### src/rtl/pps_mon_pkg.sv
// Package: pps_mon_pkg
// Shared register word layouts and word addresses of the PPS period monitor.
// Assumes a 32-bit register data path with 30-bit count fields.
package pps_mon_pkg;

    localparam int DATA_W  = 32;
    localparam int FIELD_W = 30;

    localparam logic [1:0] ADDR_STATUS  = 2'd0;
    localparam logic [1:0] ADDR_CONFIG  = 2'd1;
    localparam logic [1:0] ADDR_ELAPSED = 2'd2;

    // Word 0 layout, bit positions are seen by software
    typedef struct packed {
        logic               toggle;
        logic               stable;
        logic [FIELD_W-1:0] period;
    } status_word_t;

    // Word 1 layout
    typedef struct packed {
        logic               fall_edge;
        logic               spare;
        logic [FIELD_W-1:0] expected;
    } config_word_t;

endpackage

### src/rtl/pps_sampler.sv
// Module: pps_sampler
// Captures the asynchronous pulse input on the selected clock edge, passes it
// through a second flop and detects its rising transition as a one-cycle strobe.
// Assumes the pulse stays high for at least two clock cycles.
module pps_sampler (
    input  logic clk,
    input  logic rst_n,
    input  logic pps_in,
    input  logic fall_sel,
    output logic strobe
);

    logic cap_rise;
    logic cap_fall;
    logic sync_q;
    logic prev_q;

    // First capture flop on the rising clock edge
    always_ff @(posedge clk) begin
        if (!rst_n) cap_rise <= 1'b0;
        else        cap_rise <= pps_in;
    end

    // First capture flop on the falling clock edge
    always_ff @(negedge clk) begin
        if (!rst_n) cap_fall <= 1'b0;
        else        cap_fall <= pps_in;
    end

    // Second synchronizer stage and history flop for edge detection
    always_ff @(posedge clk) begin
        if (!rst_n) begin
            sync_q <= 1'b0;
            prev_q <= 1'b0;
        end else begin
            sync_q <= fall_sel ? cap_fall : cap_rise;
            prev_q <= sync_q;
        end
    end

    assign strobe = sync_q & ~prev_q;


    pulse_single_chk: assert property (@(posedge clk) disable iff (!rst_n)
        strobe |=> !strobe);

endmodule

### src/rtl/pps_period_tracker.sv
// Module: pps_period_tracker
// Counts cycles between strobes, captures each period, keeps the sticky
// stable verdict and the per-pulse toggle. The counter saturates when pulses
// stop. Assumes CNT_W <= FIELD_W.
module pps_period_tracker
    import pps_mon_pkg::*;
#(
    parameter int CNT_W = 28
) (
    input  logic               clk,
    input  logic               rst_n,
    input  logic               strobe,
    input  logic [FIELD_W-1:0] expected,
    input  logic               status_read,
    output logic [CNT_W-1:0]   period,
    output logic [CNT_W-1:0]   elapsed,
    output logic               stable,
    output logic               toggle
);

    localparam logic [CNT_W-1:0] CNT_MAX = {CNT_W{1'b1}};

    logic [CNT_W-1:0] cnt;
    logic [CNT_W-1:0] period_q;
    logic             toggle_q;
    logic             seen_first;
    logic             full_done;
    logic             stable_q;
    logic             stable_n;
    logic             cnt_max;
    logic             match;

    assign cnt_max = (cnt == CNT_MAX);
    assign match   = (FIELD_W'(cnt) == expected);

    // Cycle counter, period capture and toggle
    always_ff @(posedge clk) begin
        if (!rst_n) begin
            cnt        <= '0;
            period_q   <= '0;
            toggle_q   <= 1'b0;
            seen_first <= 1'b0;
            full_done  <= 1'b0;
        end else begin
            if (strobe) begin
                cnt        <= CNT_W'(1);
                period_q   <= cnt;
                toggle_q   <= ~toggle_q;
                seen_first <= 1'b1;
                if (seen_first) full_done <= 1'b1;
            end else if (!cnt_max) begin
                cnt <= cnt + 1'b1;
            end
        end
    end

    // Next value of the sticky stable verdict
    always_comb begin
        stable_n = stable_q;
        if (status_read && full_done) stable_n = 1'b1;
        if (strobe && seen_first)     stable_n = full_done ? (stable_n & match) : match;
        if (cnt_max && seen_first)    stable_n = 1'b0;
    end

    // Stable verdict register
    always_ff @(posedge clk) begin
        if (!rst_n) stable_q <= 1'b0;
        else        stable_q <= stable_n;
    end

    assign period  = period_q;
    assign elapsed = cnt;
    assign stable  = stable_q;
    assign toggle  = toggle_q;


    count_step_chk: assert property (@(posedge clk) disable iff (!rst_n)
        (!strobe && !cnt_max) |=> (cnt == $past(cnt) + 1'b1));


    count_hold_chk: assert property (@(posedge clk) disable iff (!rst_n)
        (!strobe && cnt_max) |=> (cnt == CNT_MAX));


    toggle_flip_chk: assert property (@(posedge clk) disable iff (!rst_n)
        strobe |=> (toggle_q != $past(toggle_q)));


    toggle_hold_chk: assert property (@(posedge clk) disable iff (!rst_n)
        !strobe |=> $stable(toggle_q));


    mismatch_clear_chk: assert property (@(posedge clk) disable iff (!rst_n)
        (strobe && seen_first && !match) |=> !stable_q);


    period_capture_chk: assert property (@(posedge clk) disable iff (!rst_n)
        strobe |=> (period_q == $past(cnt)) && (cnt == CNT_W'(1)));

endmodule

### src/rtl/pps_mon_regs.sv
// Module: pps_mon_regs
// Three-word register file: status (read only), configuration (read/write)
// and elapsed count (read only). Read data is registered. Assumes one-cycle
// read and write strobes.
module pps_mon_regs
    import pps_mon_pkg::*;
#(
    parameter int                 CNT_W     = 28,
    parameter logic [FIELD_W-1:0] EXP_RESET = '0
) (
    input  logic               clk,
    input  logic               rst_n,
    input  logic [1:0]         reg_addr,
    input  logic               reg_wr,
    input  logic [DATA_W-1:0]  reg_wdata,
    input  logic               reg_rd,
    output logic [DATA_W-1:0]  reg_rdata,
    input  logic [CNT_W-1:0]   period,
    input  logic [CNT_W-1:0]   elapsed,
    input  logic               stable,
    input  logic               toggle,
    output logic [FIELD_W-1:0] expected,
    output logic               fall_sel,
    output logic               status_read
);

    config_word_t      cfg_q;
    config_word_t      cfg_wr;
    status_word_t      status_w;
    logic [DATA_W-1:0] rd_word;

    assign cfg_wr      = config_word_t'(reg_wdata);
    assign status_read = reg_rd && (reg_addr == ADDR_STATUS);

    // Configuration register, the spare bit always reads 0
    always_ff @(posedge clk) begin
        if (!rst_n) begin
            cfg_q.fall_edge <= 1'b0;
            cfg_q.spare     <= 1'b0;
            cfg_q.expected  <= EXP_RESET;
        end else if (reg_wr && (reg_addr == ADDR_CONFIG)) begin
            cfg_q.fall_edge <= cfg_wr.fall_edge;
            cfg_q.spare     <= 1'b0;
            cfg_q.expected  <= cfg_wr.expected;
        end
    end

    // Pack the status word
    always_comb begin
        status_w.toggle = toggle;
        status_w.stable = stable;
        status_w.period = FIELD_W'(period);
    end

    // Select the addressed word
    always_comb begin
        case (reg_addr)
            ADDR_STATUS:  rd_word = DATA_W'(status_w);
            ADDR_CONFIG:  rd_word = DATA_W'(cfg_q);
            ADDR_ELAPSED: rd_word = DATA_W'(elapsed);
            default:      rd_word = '0;
        endcase
    end

    // Registered read data
    always_ff @(posedge clk) begin
        if (!rst_n)      reg_rdata <= '0;
        else if (reg_rd) reg_rdata <= rd_word;
    end

    assign expected = cfg_q.expected;
    assign fall_sel = cfg_q.fall_edge;


    cfg_write_chk: assert property (@(posedge clk) disable iff (!rst_n)
        (reg_wr && reg_addr == ADDR_CONFIG) |=>
            (expected == $past(reg_wdata[FIELD_W-1:0])) && (fall_sel == $past(reg_wdata[DATA_W-1])));


    cfg_hold_chk: assert property (@(posedge clk) disable iff (!rst_n)
        !(reg_wr && reg_addr == ADDR_CONFIG) |=> ($stable(expected) && $stable(fall_sel)));


    rdata_hold_chk: assert property (@(posedge clk) disable iff (!rst_n)
        !reg_rd |=> $stable(reg_rdata));

endmodule

### src/rtl/pps_period_monitor.sv
// Module: pps_period_monitor
// Top level: pulse sampler, period tracker and register file. Single clock
// domain; the counter width is derived from the nominal clock frequency.
module pps_period_monitor
    import pps_mon_pkg::*;
#(
    parameter int CLK_HZ = 200_000_000
) (
    input  logic              clk,
    input  logic              rst_n,
    input  logic              pps_in,
    input  logic [1:0]        reg_addr,
    input  logic              reg_wr,
    input  logic [DATA_W-1:0] reg_wdata,
    input  logic              reg_rd,
    output logic [DATA_W-1:0] reg_rdata,
    output logic              pps_pulse
);

    localparam int                 CNT_W     = $clog2(CLK_HZ);
    localparam logic [FIELD_W-1:0] EXP_RESET = FIELD_W'(CLK_HZ);

    logic               strobe;
    logic               fall_sel;
    logic               status_read;
    logic [FIELD_W-1:0] expected;
    logic [CNT_W-1:0]   period;
    logic [CNT_W-1:0]   elapsed;
    logic               stable;
    logic               toggle;

    pps_sampler u_sampler (
        .clk      (clk),
        .rst_n    (rst_n),
        .pps_in   (pps_in),
        .fall_sel (fall_sel),
        .strobe   (strobe)
    );

    pps_period_tracker #(.CNT_W(CNT_W)) u_tracker (
        .clk         (clk),
        .rst_n       (rst_n),
        .strobe      (strobe),
        .expected    (expected),
        .status_read (status_read),
        .period      (period),
        .elapsed     (elapsed),
        .stable      (stable),
        .toggle      (toggle)
    );

    pps_mon_regs #(.CNT_W(CNT_W), .EXP_RESET(EXP_RESET)) u_regs (
        .clk         (clk),
        .rst_n       (rst_n),
        .reg_addr    (reg_addr),
        .reg_wr      (reg_wr),
        .reg_wdata   (reg_wdata),
        .reg_rd      (reg_rd),
        .reg_rdata   (reg_rdata),
        .period      (period),
        .elapsed     (elapsed),
        .stable      (stable),
        .toggle      (toggle),
        .expected    (expected),
        .fall_sel    (fall_sel),
        .status_read (status_read)
    );

    assign pps_pulse = strobe;

endmodule

### config.mk
export PLATFORM = sky130hd
export DESIGN_NAME = pps_period_monitor
export DESIGN_NICKNAME = d
export VERILOG_FILES = /design/src/rtl/pps_mon_pkg.sv /design/src/rtl/pps_sampler.sv /design/src/rtl/pps_period_tracker.sv /design/src/rtl/pps_mon_regs.sv /design/src/rtl/pps_period_monitor.sv
export SDC_FILE = /design/constraint.sdc
export NUM_CORES = 1
export LEC_CHECK = 0
export BUFFER_PORTS_ARGS = -buffer_cell sky130_fd_sc_hd__clkbuf_2
export CAP_MARGIN = 20
export CORE_MARGIN = 2
export CORE_UTILIZATION = 25
export DETAILED_ROUTE_END_ITERATION = 6
export SLEW_MARGIN = 20
export SYNTH_ARGS = -nofsm -noshare
export SYNTH_HDL_FRONTEND = slang
export SYNTH_HIERARCHICAL = 1
export SYNTH_SLANG_ARGS = --single-unit
### constraint.sdc
create_clock -name clk -period 4.3 [get_ports clk]
set_clock_uncertainty 0.05 [all_clocks]
set_input_delay 0.215 -clock clk [delete_from_list [all_inputs] [get_ports clk]]
set_output_delay 0.215 -clock clk [all_outputs]
set_load 0.01 [all_outputs]
* Yosys cells after proc, flatten, opt, wreduce, memory -nomap -nowiden
Cells that the tools add are included.
** Cells by class
- Add/subtract/negate cells :: 1
- Equality and inequality tests :: 5
- Multiplexer cells :: 8
- Bitwise operators :: 5
- Reduce and logical (&&, ||, !) cells :: 9
** Operators with widths (number)
- $pmux 32 s3 :: 1
- $eq 28x30->1 :: 1
- $add 28x1->28 const B :: 1
- $eq 28x28->1 const B :: 1
- $mux 1 :: 7
- $logic_and 1x1->1 :: 5
- $reduce_or 2->1 :: 2
- $not 1->1 :: 3
- $and 1x1->1 :: 2
- $eq 2x1->1 const B :: 1
- $eq 2x2->1 const B :: 1
- $logic_not 2->1 :: 1
- $ne 2x1->1 const B :: 1
- $reduce_and 2->1 :: 1
** Storage, ports and cells
- Register bits :: 127
- Input bits :: 39
- Output and inout bits :: 33
- Logic and storage cells :: 42

* Logic depth before layout (Yosys ltp)
Gate-level depths: netlist of the first run.
- Depth after elaboration :: 7
- Mapped depth :: 7

* Cells and area by module
Netlist of the first run, hierarchy kept.
** By module, submodules not included
- pps_period_tracker :: times used 1, cells each 318, area each 3014.1 um^2, sequential area each 1201.2 um^2
- pps_mon_regs :: times used 1, cells each 344, area each 2901.5 um^2, sequential area each 1261.2 um^2
- pps_sampler :: times used 1, cells each 10, area each 118.9 um^2, sequential area each 80.1 um^2

==> impl_metrics.py, run 1 <==
metrics = {
    "synthesis": {
        "synthSimpleGateAreaFrac_pct": 23.24,
        "ys_seq_area_share_pct": 42.13,
        "synth.mux.area_fraction_pct": 9.786,
        "synth_top_family_by_area": "simple AND/OR/NAND/NOR gates",
        "avgSynthCellArea_um2": 8.980,
        "synthTopCellsByCount": "dfxtp_1 (127), nand2_1 (105), mux2i_1 (59)",
        "yosys.area.top_type": "dfxtp_1",
        "synthArstFlopShare_pct": 0,
        "ys.flop_type": "dfxtp_1",
        "yosys.area_share.xor_xnor_pct": 6.821,
        "yosys.cell_count.top_type": "dfxtp_1",
        "synthDistinctLibCells": 53,
        "syn_area_um2": 6035,
        "synth_edf_count": 0,
        "yosysTopAreaCellShare_pct": 42.13,
        "syn_inst": 672,
        "synth_fa_ha_area_share_pct": 0.2073,
        "ys_warn_count": 6,
        "synth_compound_area_share_pct": 12.56,
        "synth_area_leaders": "dfxtp_1 (42%), mux2i_1 (9.8%), nand2_1 (6.5%)",
        "yosys_register_bits": 127,
        "syn_nets": 712,
    },
    "cts": {
        "htree_levels": 4,
        "ctsRootBufferMaster": "clkbuf_16",
        "clkTransAtPathRegs_ns": 0.05,
        "worstSkewPairLatency_ns": 0.44,
        "cts_tree": "built",
        "cts_max_path_buffers": 2,
        "cts_buffers": 17,
        "cts_sinks": 127,
    },
    "critical_path": {
        "reg2regPathDepth": 2,
        "cp.arrival_ns": 1.00,
        "cp-end-kind": "flop",
        "critPathMaxFanout": 2,
        "criticalPathCategory": "input pin to flop",
        "required_ns": 2.42,
        "critPathLaunchType": "input pin",
    },
    "floorplanning": {
        "core-area_um2": 23610,
        "start_util_pct": 25.56,
        "die_x_um": 159.4,
        "ios": 72,
        "die_area_um2": 25400,
        "num_rows": 56,
        "dieHeight_um": 159.4,
    },
    "min_path": {
        "hp-class": "input pin to flop",
        "hold_depth": 3,
    },
    "pwr": {
        "power_density_nw_per_um2": 394.4,
        "vdd_drop_max_uv": 240.1,
        "leakage_uw": 0.002714,
    },
    "final_layout": {
        "multi_input_area_um2": 3192,
        "synthToLayoutAreaGrowth_pct": 23.66,
        "stdcell_count": 1076,
        "layout-drive-gt1-share_pct": 16.64,
        "diodes": 0,
        "fin_area_um2": 7462,
        "nFillCells": 2446,
        "final-seq-area_um2": 2542,
        "fin_nets": 785,
        "finish.utilization_pct": 31.60,
    },
    "grt": {
        "grt_overflow": 0,
        "gr-usage-all-layers_pct": 12.89,
        "grt_pass1_wl_um": 25830,
        "grt_pass1_vias": 4689,
        "antenna_found_initial": 0,
        "grt_max_degree": 101,
    },
    "routing": {
        "wl_per_cell_um": 15.08,
        "vias": 4875,
        "drc": 0,
        "wirelength_um": 16230,
        "antenna_left": 0,
        "drt_iter0_drc": 366,
        "via_per_inst": 4.531,
        "firstDrtPassIters": 4,
    },
    "timing": {
        "finalHoldViolCount": 0,
        "slew_headroom_pct": 32.27,
        "tightest_slew_ns": 1.016,
        "rsz0062_at_grt": "false",
        "setup_tns_ns": 0,
        "drv_slew": 0,
        "setup_viol": 0,
    },
    "placement": {
        "gp_congestion": 0.8788,
        "hpwlAfterDp_um": 10710,
        "dp_cells": 1014,
        "dpl_cell_area_um2": 6535,
        "io_buffers": 70,
    },
    "outcome": {
        "status": "finished clean",
    },
    "job": {
        "maxCapViolCount": 0,
    },
}
[cells in the final DEF, fill, tap and decap left out, drive strengths merged, types with 3 or more instances in the layout]
cell,count
dfxtp,127
nand2,105
clkbuf,91
mux2i,59
a31oi,36
xnor2,34
nor2b,34
dlygate4sd3,31
o21ai,31
or2,29
nand3,28
a21boi,22
nor2,19
xor2,13
a21oi,12
nand4,12
nor4,7
nor3,6
buf,5
and3,5
clkinvlp,4
nand2b,4
and2,4
inv,4
or3,4
a211oi,4
clkinv,3
bufinv,3
o21a,3
[per-layer routing]
metal	vias up	share of wire, %	GRT usage, %
met5	-	0	0
met3	24	4.1	3.048
met2	102	48	21.56
li1	2463	-	-
met1	2286	45	15.64
met4	0	2.2	6.033
[stage by stage]
step	total power (µW)	hold slack (ns)	setup slack, ns
after floorplan	1391	0.2892	1.549
after global placement	1458	0.3779	1.483
after detailed placement	1461	0.3778	1.482
after CTS	2979	0.008258	1.434
after global routing	3057	0.01296	1.401
final	2943	0.01410	1.421
[power by group]
| part | leakage, µW | switching (µW) | internal [µW] |
|---|---|---|---|
| logic | 0.00138 | 114 | 94.9 |
| clock network | 0.000298 | 524 | 967 |
| registers | 0.00103 | 31.8 | 1210 |
| total | 0.00271 | 670 | 2270 |
[cell families after synthesis]
logic type / Yosys count
buf+inv: 56
compound gates: 116
xor+xnor: 47
simple gates: 266
flops: 127
fa+ha+maj: 1
mux: 59
[area by class of cell]
type	count	share of cell area, %
tap	319	5.349
clock inverter	11	1.861
sequential	127	34.07
clock buffer	21	6.439
timing repair buffer	106	9.356
inverter	3	0.1509
multi-input combinational	489	42.77
[flip-flops by register name, indices dropped and copies added, names as in the netlist, 28 cells and up]
| register | count |
|---|---|
| u_regs/expected | 30 |
| u_tracker/period | 28 |
| u_tracker/elapsed | 28 |
| u_regs/reg_rdata | 32 |
[repair_timing]
action,in CTS,in global routing
endpoints found under the hold margin,31,0
setup buffers,0,0
hold buffers,31,0
gates resized for setup,0,0
[worst paths after layout]
kind / from / endpoint / slack, ns
worst max register to register: u_sampler/cap_fall / u_sampler/sync_q / 1.51
worst min register to register: u_sampler/sync_q / u_sampler/prev_q / 0.42
worst max-delay path: pps_in / u_sampler/cap_fall / 1.42
worst min-delay path: reg_wdata[1] / u_regs/expected[1] / 0.01
[worst max-delay path: stages]
cell and delay [ns]:
dlygate4sd3_1 0.53, clkbuf_2 0.09, and2_1 0.15
No activity file was read; power rests on OpenSTA's default activity.
==> run 2, diff against run 1 <==
==> constraint.sdc (replaced) <==
create_clock -name clk -period 2.9 [get_ports clk]
set_clock_uncertainty 0.05 [all_clocks]
set_input_delay 0.145 -clock clk [delete_from_list [all_inputs] [get_ports clk]]
set_output_delay 0.145 -clock clk [all_outputs]
set_load 0.01 [all_outputs]
==> run 2 against run 1 <==
  * Global-route usage down 0.22 points
  * Combinational power up 56%
  * Critical path depth up 2
  * Core utilization up 0.37 points
  * First-iteration DRC count down 9.0%
  * Die area unchanged
  * Hold slack better by 0.15 ns
  * Routed wire length down 1.3%
  * Register-to-register slack worse by 0.91 ns
  * Power up 46%
  * Cell area up 1.2%
  * Clock power up 44%
==> impl_metrics.py, run 2 (same netlist as run 1, synthesis figures left out) <==
metrics = {
    "floorplanning": {
        "ios": 72,
        "dieHeight_um": 159.4,
        "core-area_um2": 23610,
        "start_util_pct": 25.56,
        "die_area_um2": 25400,
        "die_x_um": 159.4,
        "num_rows": 56,
    },
    "critical_path": {
        "cp-end-kind": "flop",
        "reg2regPathDepth": 5,
        "required_ns": 3.16,
        "criticalPathCategory": "flop to flop",
        "critPathLaunchType": "flop",
        "cp.arrival_ns": 2.56,
        "r2r-start": "u_tracker/elapsed[5]",
        "critPathMaxFanout": 8,
        "rr_endpoint": "u_tracker/elapsed[21]",
        "ff2ff_setup_slack_ns": 0.60,
    },
    "final_layout": {
        "layout-drive-gt1-share_pct": 17.06,
        "fin_nets": 797,
        "fin_area_um2": 7548,
        "regMostFlops": "u_regs/reg_rdata",
        "nFillCells": 2427,
        "largest_register_ff_count": 32,
        "final_cell_mix": "dfxtp_1 (127), nand2_1 (105), clkbuf_2 (70)",
        "top_regs": "u_regs/reg_rdata (32), u_regs/expected (30)",
        "diodes": 0,
        "stdcell_count": 1087,
        "final_common_cell": "dfxtp_1",
        "synthToLayoutAreaGrowth_pct": 25.09,
    },
    "timing": {
        "max_freq_mhz": 434.9,
        "tightest_slew_ns": 0.9011,
        "post-route-min-period_ns": 2.299,
        "hold_slack_ns": 0.1684,
        "finalHoldViolCount": 0,
        "setup_viol": 0,
        "timing.final.ws_setup_ns": 0.6007,
        "fin_crit_sh_pct": 79.29,
        "slew_headroom_pct": 39.92,
        "setup_tns_ns": 0,
        "drv_slew": 0,
        "rsz0062_at_grt": "false",
    },
    "min_path": {
        "min_from": "reg_addr[0]",
        "worstHoldEndpoint": "u_regs/reg_rdata[30]",
        "hold_depth": 4,
        "hp-class": "input pin to flop",
    },
    "grt": {
        "gr-usage-all-layers_pct": 12.67,
        "grt_overflow": 0,
        "antenna_found_initial": 0,
        "grt_pass1_vias": 4719,
        "grt_max_degree": 101,
        "grt_pass1_wl_um": 25300,
    },
    "cts": {
        "cts_sinks": 127,
        "htree_levels": 4,
        "cts_resized": 0,
        "cts_tree": "built",
        "clkTransAtPathRegs_ns": 0.05,
        "ctsRootBufferMaster": "clkbuf_16",
        "cts_buffers": 17,
        "worstSkewPairLatency_ns": 0.44,
        "cts_max_path_buffers": 2,
    },
    "routing": {
        "via_per_inst": 4.539,
        "vias": 4934,
        "drt_iter0_drc": 333,
        "wirelength_um": 16010,
        "wl_per_cell_um": 14.73,
        "drc": 0,
        "antenna_left": 0,
        "firstDrtPassIters": 4,
    },
    "placement": {
        "dpl_cell_area_um2": 6630,
        "hpwlAfterDp_um": 10960,
        "gp_congestion": 0.8781,
        "dp_cells": 1024,
        "io_buffers": 70,
        "dp_slack_ns": 0.5999,
    },
    "outcome": {
        "status": "finished clean",
    },
    "pwr": {
        "leakage_uw": 0.002778,
        "power_density_nw_per_um2": 570.4,
        "vdd_drop_max_uv": 375.2,
    },
    "job": {
        "maxCapViolCount": 0,
    },
}
run 2: cell count changes in the layout (fill, tap and decap cells not counted), moves of 2 or more:
cell           change
clkinvlp_4         -4
dlygate4sd3_1      +2
buf_12             +2
buf_4              +8
clkbuf_1           +3
run 2: critical path, cell delays in order, from the launching register on:
cell and delay, ns:
dfxtp_1 0.50, nand4_2 0.19, or4_1 0.77, a211oi_2 0.34, a31oi_1 0.13, a41o_1 0.21
run 2: timing repair:
action,4_1_cts,5_1_grt
endpoints found under the hold margin,32,0
hold buffers,33,0
setup buffers,0,0
run 2: layer usage:
metal	part of all wire, %	global-route usage (%)
met1	45	15.31
met2	48	21.52
met3	4.2	2.605
met4	2.8	6.033
met5	0	0
run 2: stage by stage:
stage          util, %  power [µW]
2_1_floorplan        -        2062
3_3_place_gp     28.08        2171
3_5_place_dp     28.08        2174
4_1_cts          31.97        4353
5_1_grt          31.97        4472
6_report         31.97        4306
run 2: final cells by class:
class | instances | area [µm²] | share of cell area, %
tap | 319 | 399.1 | 5.288
clock inverter | 8 | 113.9 | 1.508
clock buffer | 23 | 478.0 | 6.332
timing repair buffer | 118 | 818.3 | 10.84
inverter | 3 | 11.26 | 0.1492
sequential | 127 | 2542 | 33.68
multi-input combinational | 489 | 3186 | 42.20
run 2: worst max-delay path by stage:
stage / from / to / cells past startpoint / slack, ns
global placement: u_tracker/elapsed[5] / u_tracker/elapsed[21] / 5 / 0.63
detailed placement: u_tracker/elapsed[5] / u_tracker/elapsed[21] / 5 / 0.60
finish: u_tracker/elapsed[5] / u_tracker/elapsed[21] / 5 / 0.60
CTS: u_tracker/elapsed[5] / u_tracker/elapsed[21] / 5 / 0.59
global route: u_tracker/elapsed[5] / u_tracker/elapsed[21] / 5 / 0.48
floorplan: u_sampler/cap_fall / u_sampler/sync_q / 2 / 0.85
run 2: where the power goes:
group | switching (µW) | internal, µW
combinational | 174 | 152
sequential | 42.8 | 1800
clock | 736 | 1400
==> run 3, diff against run 2 <==
==> constraint.sdc (replaced) <==
create_clock -name clk -period 2.4 [get_ports clk]
set_clock_uncertainty 0.05 [all_clocks]
set_input_delay 0.12 -clock clk [delete_from_list [all_inputs] [get_ports clk]]
set_output_delay 0.12 -clock clk [all_outputs]
set_load 0.01 [all_outputs]
==> run 3 against run 2 <==
  * Die area unchanged
  * Setup slack got worse by 0.40 ns
  * Critical path type unchanged
  * Sequential power is 21% higher
==> impl_metrics.py, run 3 (same netlist as run 1, synthesis figures left out) <==
metrics = {
    "cts": {
        "cts_buffers": 17,
        "cts_tree": "built",
        "cts_sinks": 127,
        "clkTransAtPathRegs_ns": 0.06,
        "cts_resized": 0,
        "worstSkewPairLatency_ns": 0.44,
        "htree_levels": 4,
        "post_cts_buffers": 0,
        "ctsRootBufferMaster": "clkbuf_16",
        "cts_max_path_buffers": 2,
    },
    "critical_path": {
        "crit_end": "u_tracker/elapsed[21]",
        "criticalPathCategory": "flop to flop",
        "reg2regPathDepth": 5,
        "critPathTopFamily": "simple AND/OR/NAND/NOR gates",
        "startpoint": "u_tracker/elapsed[7]",
        "required_ns": 2.67,
        "critPathBufInv": 0,
        "critPathMaxFanout": 7,
        "path_cells": "nand4_2 -> or4_1 -> a211oi_2 -> a31oi_1 -> a41o_1",
        "critPathMaxStageDelay_ns": 0.77,
        "cp.arrival_ns": 2.48,
        "cpMaxStageDelayCell": "or4_1",
        "critPathLaunchType": "flop",
        "r2r-start": "u_tracker/elapsed[7]",
        "rr_endpoint": "u_tracker/elapsed[21]",
        "ff2ff_setup_slack_ns": 0.20,
        "cp-end-kind": "flop",
        "cp_num_cells": 5,
    },
    "floorplanning": {
        "num_rows": 56,
        "core-area_um2": 23610,
        "die_x_um": 159.4,
        "ios": 72,
        "start_util_pct": 25.56,
        "dieHeight_um": 159.4,
        "die_area_um2": 25400,
    },
    "timing": {
        "drv_slew": 0,
        "slew_headroom_pct": 52.36,
        "post-route-min-period_ns": 2.204,
        "fin_crit_sh_pct": 91.82,
        "setup_tns_ns": 0,
        "rsz0062_at_grt": "false",
        "max_freq_mhz": 453.8,
        "setup_viol": 0,
        "finalHoldViolCount": 0,
        "tightest_slew_ns": 0.7146,
    },
    "grt": {
        "grt_max_degree": 101,
        "grt_overflow": 0,
        "antenna_found_initial": 0,
        "gr-usage-all-layers_pct": 13.21,
        "grt_pass1_vias": 4903,
        "grt_pass1_wl_um": 26610,
    },
    "routing": {
        "firstDrtPassIters": 5,
        "wirelength_um": 16350,
        "antenna_left": 0,
        "via_per_inst": 4.551,
        "drc": 0,
        "wl_per_cell_um": 14.76,
        "drt_iter0_drc": 328,
        "vias": 5043,
    },
    "final_layout": {
        "diodes": 0,
        "nFillCells": 2504,
        "fin_nets": 817,
        "fin_area_um2": 7740,
        "final_common_cell": "dfxtp_1",
        "largest_register_ff_count": 32,
        "finish.utilization_pct": 32.78,
        "final_cell_mix": "dfxtp_1 (127), nand2_1 (105), clkbuf_2 (70)",
        "top_regs": "u_regs/reg_rdata (32), u_regs/expected (30)",
        "layout-drive-gt1-share_pct": 19.52,
        "regMostFlops": "u_regs/reg_rdata",
        "synthToLayoutAreaGrowth_pct": 28.26,
    },
    "pwr": {
        "power_density_nw_per_um2": 696.7,
        "leakage_uw": 0.002893,
        "vdd_drop_max_uv": 357.2,
    },
    "placement": {
        "dpl_cell_area_um2": 6780,
        "hpwlAfterDp_um": 11270,
        "gp_congestion": 0.8589,
        "io_buffers": 70,
    },
    "outcome": {
        "status": "finished clean",
    },
    "min_path": {
        "hp-class": "input pin to flop",
        "hold_depth": 4,
    },
    "job": {
        "maxCapViolCount": 0,
    },
}
-- run 3: cell types whose count changed in the layout (fill, tap and decap cells not counted), sizes merged --
| cell | change |
|---|---|
| buf | +20 |
| bufinv | +1 |
| clkbuf | -2 |
| clkinv | -1 |
| clkinvlp | +2 |
| inv | +1 |
-- run 3: worst reg2reg max path, stage by stage (launching register included) --
cell	delay [ns]
dfxtp_1	0.45
nand4_2	0.17
or4_1	0.77
a211oi_2	0.32
a31oi_1	0.12
a41o_1	0.22
-- run 3: where the power goes --
part	total, µW	internal [µW]	switching (µW)
clock	2770	1810	957
sequential	2220	2170	51.1
combinational	402	187	214
-- run 3: routing by layer --
layer  vias to the layer above  track usage (%)  wire (µm)
li1                       2524                -          -
met1                      2389            16.27       7560
met2                       103            21.78       7687
met3                        27            2.917        608
met4                         0            6.570        493
met5                         -                0          0
-- run 3: how the worst min path moves through the flow --
stage,slack [ns],end,from
after CTS,0.07,u_regs/reg_rdata[30],reg_rd
after detailed placement,0.29,u_regs/expected[24],reg_wdata[24]
final,0.09,u_regs/reg_rdata[30],reg_rd
after global placement,0.28,u_regs/expected[17],reg_wdata[17]
after floorplan,0.19,u_regs/expected[14],reg_wdata[14]
after global routing,0.12,u_regs/reg_rdata[30],reg_rd
-- run 3: layout make-up --
| cell class | count | area [µm²] | share of cell area, % |
|---|---|---|---|
| Multi-Input combinational cell | 489 | 3186 | 41.16 |
| Clock inverter | 11 | 162.7 | 2.102 |
| Sequential cell | 127 | 2542 | 32.85 |
| Inverter | 3 | 11.26 | 0.1455 |
| Clock buffer | 21 | 470.5 | 6.078 |
| Tap cell | 319 | 399.1 | 5.157 |
| Timing Repair Buffer | 138 | 968.4 | 12.51 |
-- run 3: through the flow --
stage | hold slack [ns] | std cells | total power, µW | setup WS [ns]
finish | 0.09341 | 1108 | 5392 | 0.1963
global placement | 0.2848 | 1044 | 2632 | 0.2106
CTS | 0.07454 | 1108 | 5444 | 0.1800
floorplan | 0.1942 | 672 | 2491 | 0.4293
global route | 0.1164 | 1108 | 5584 | 0.05286
detailed placement | 0.2855 | 1044 | 2635 | 0.1924
-- run 3: repair_timing --
item,in CTS,in global routing
endpoints found under the hold margin,32,0
hold buffers,33,0
endpoints found under the setup margin,0,0
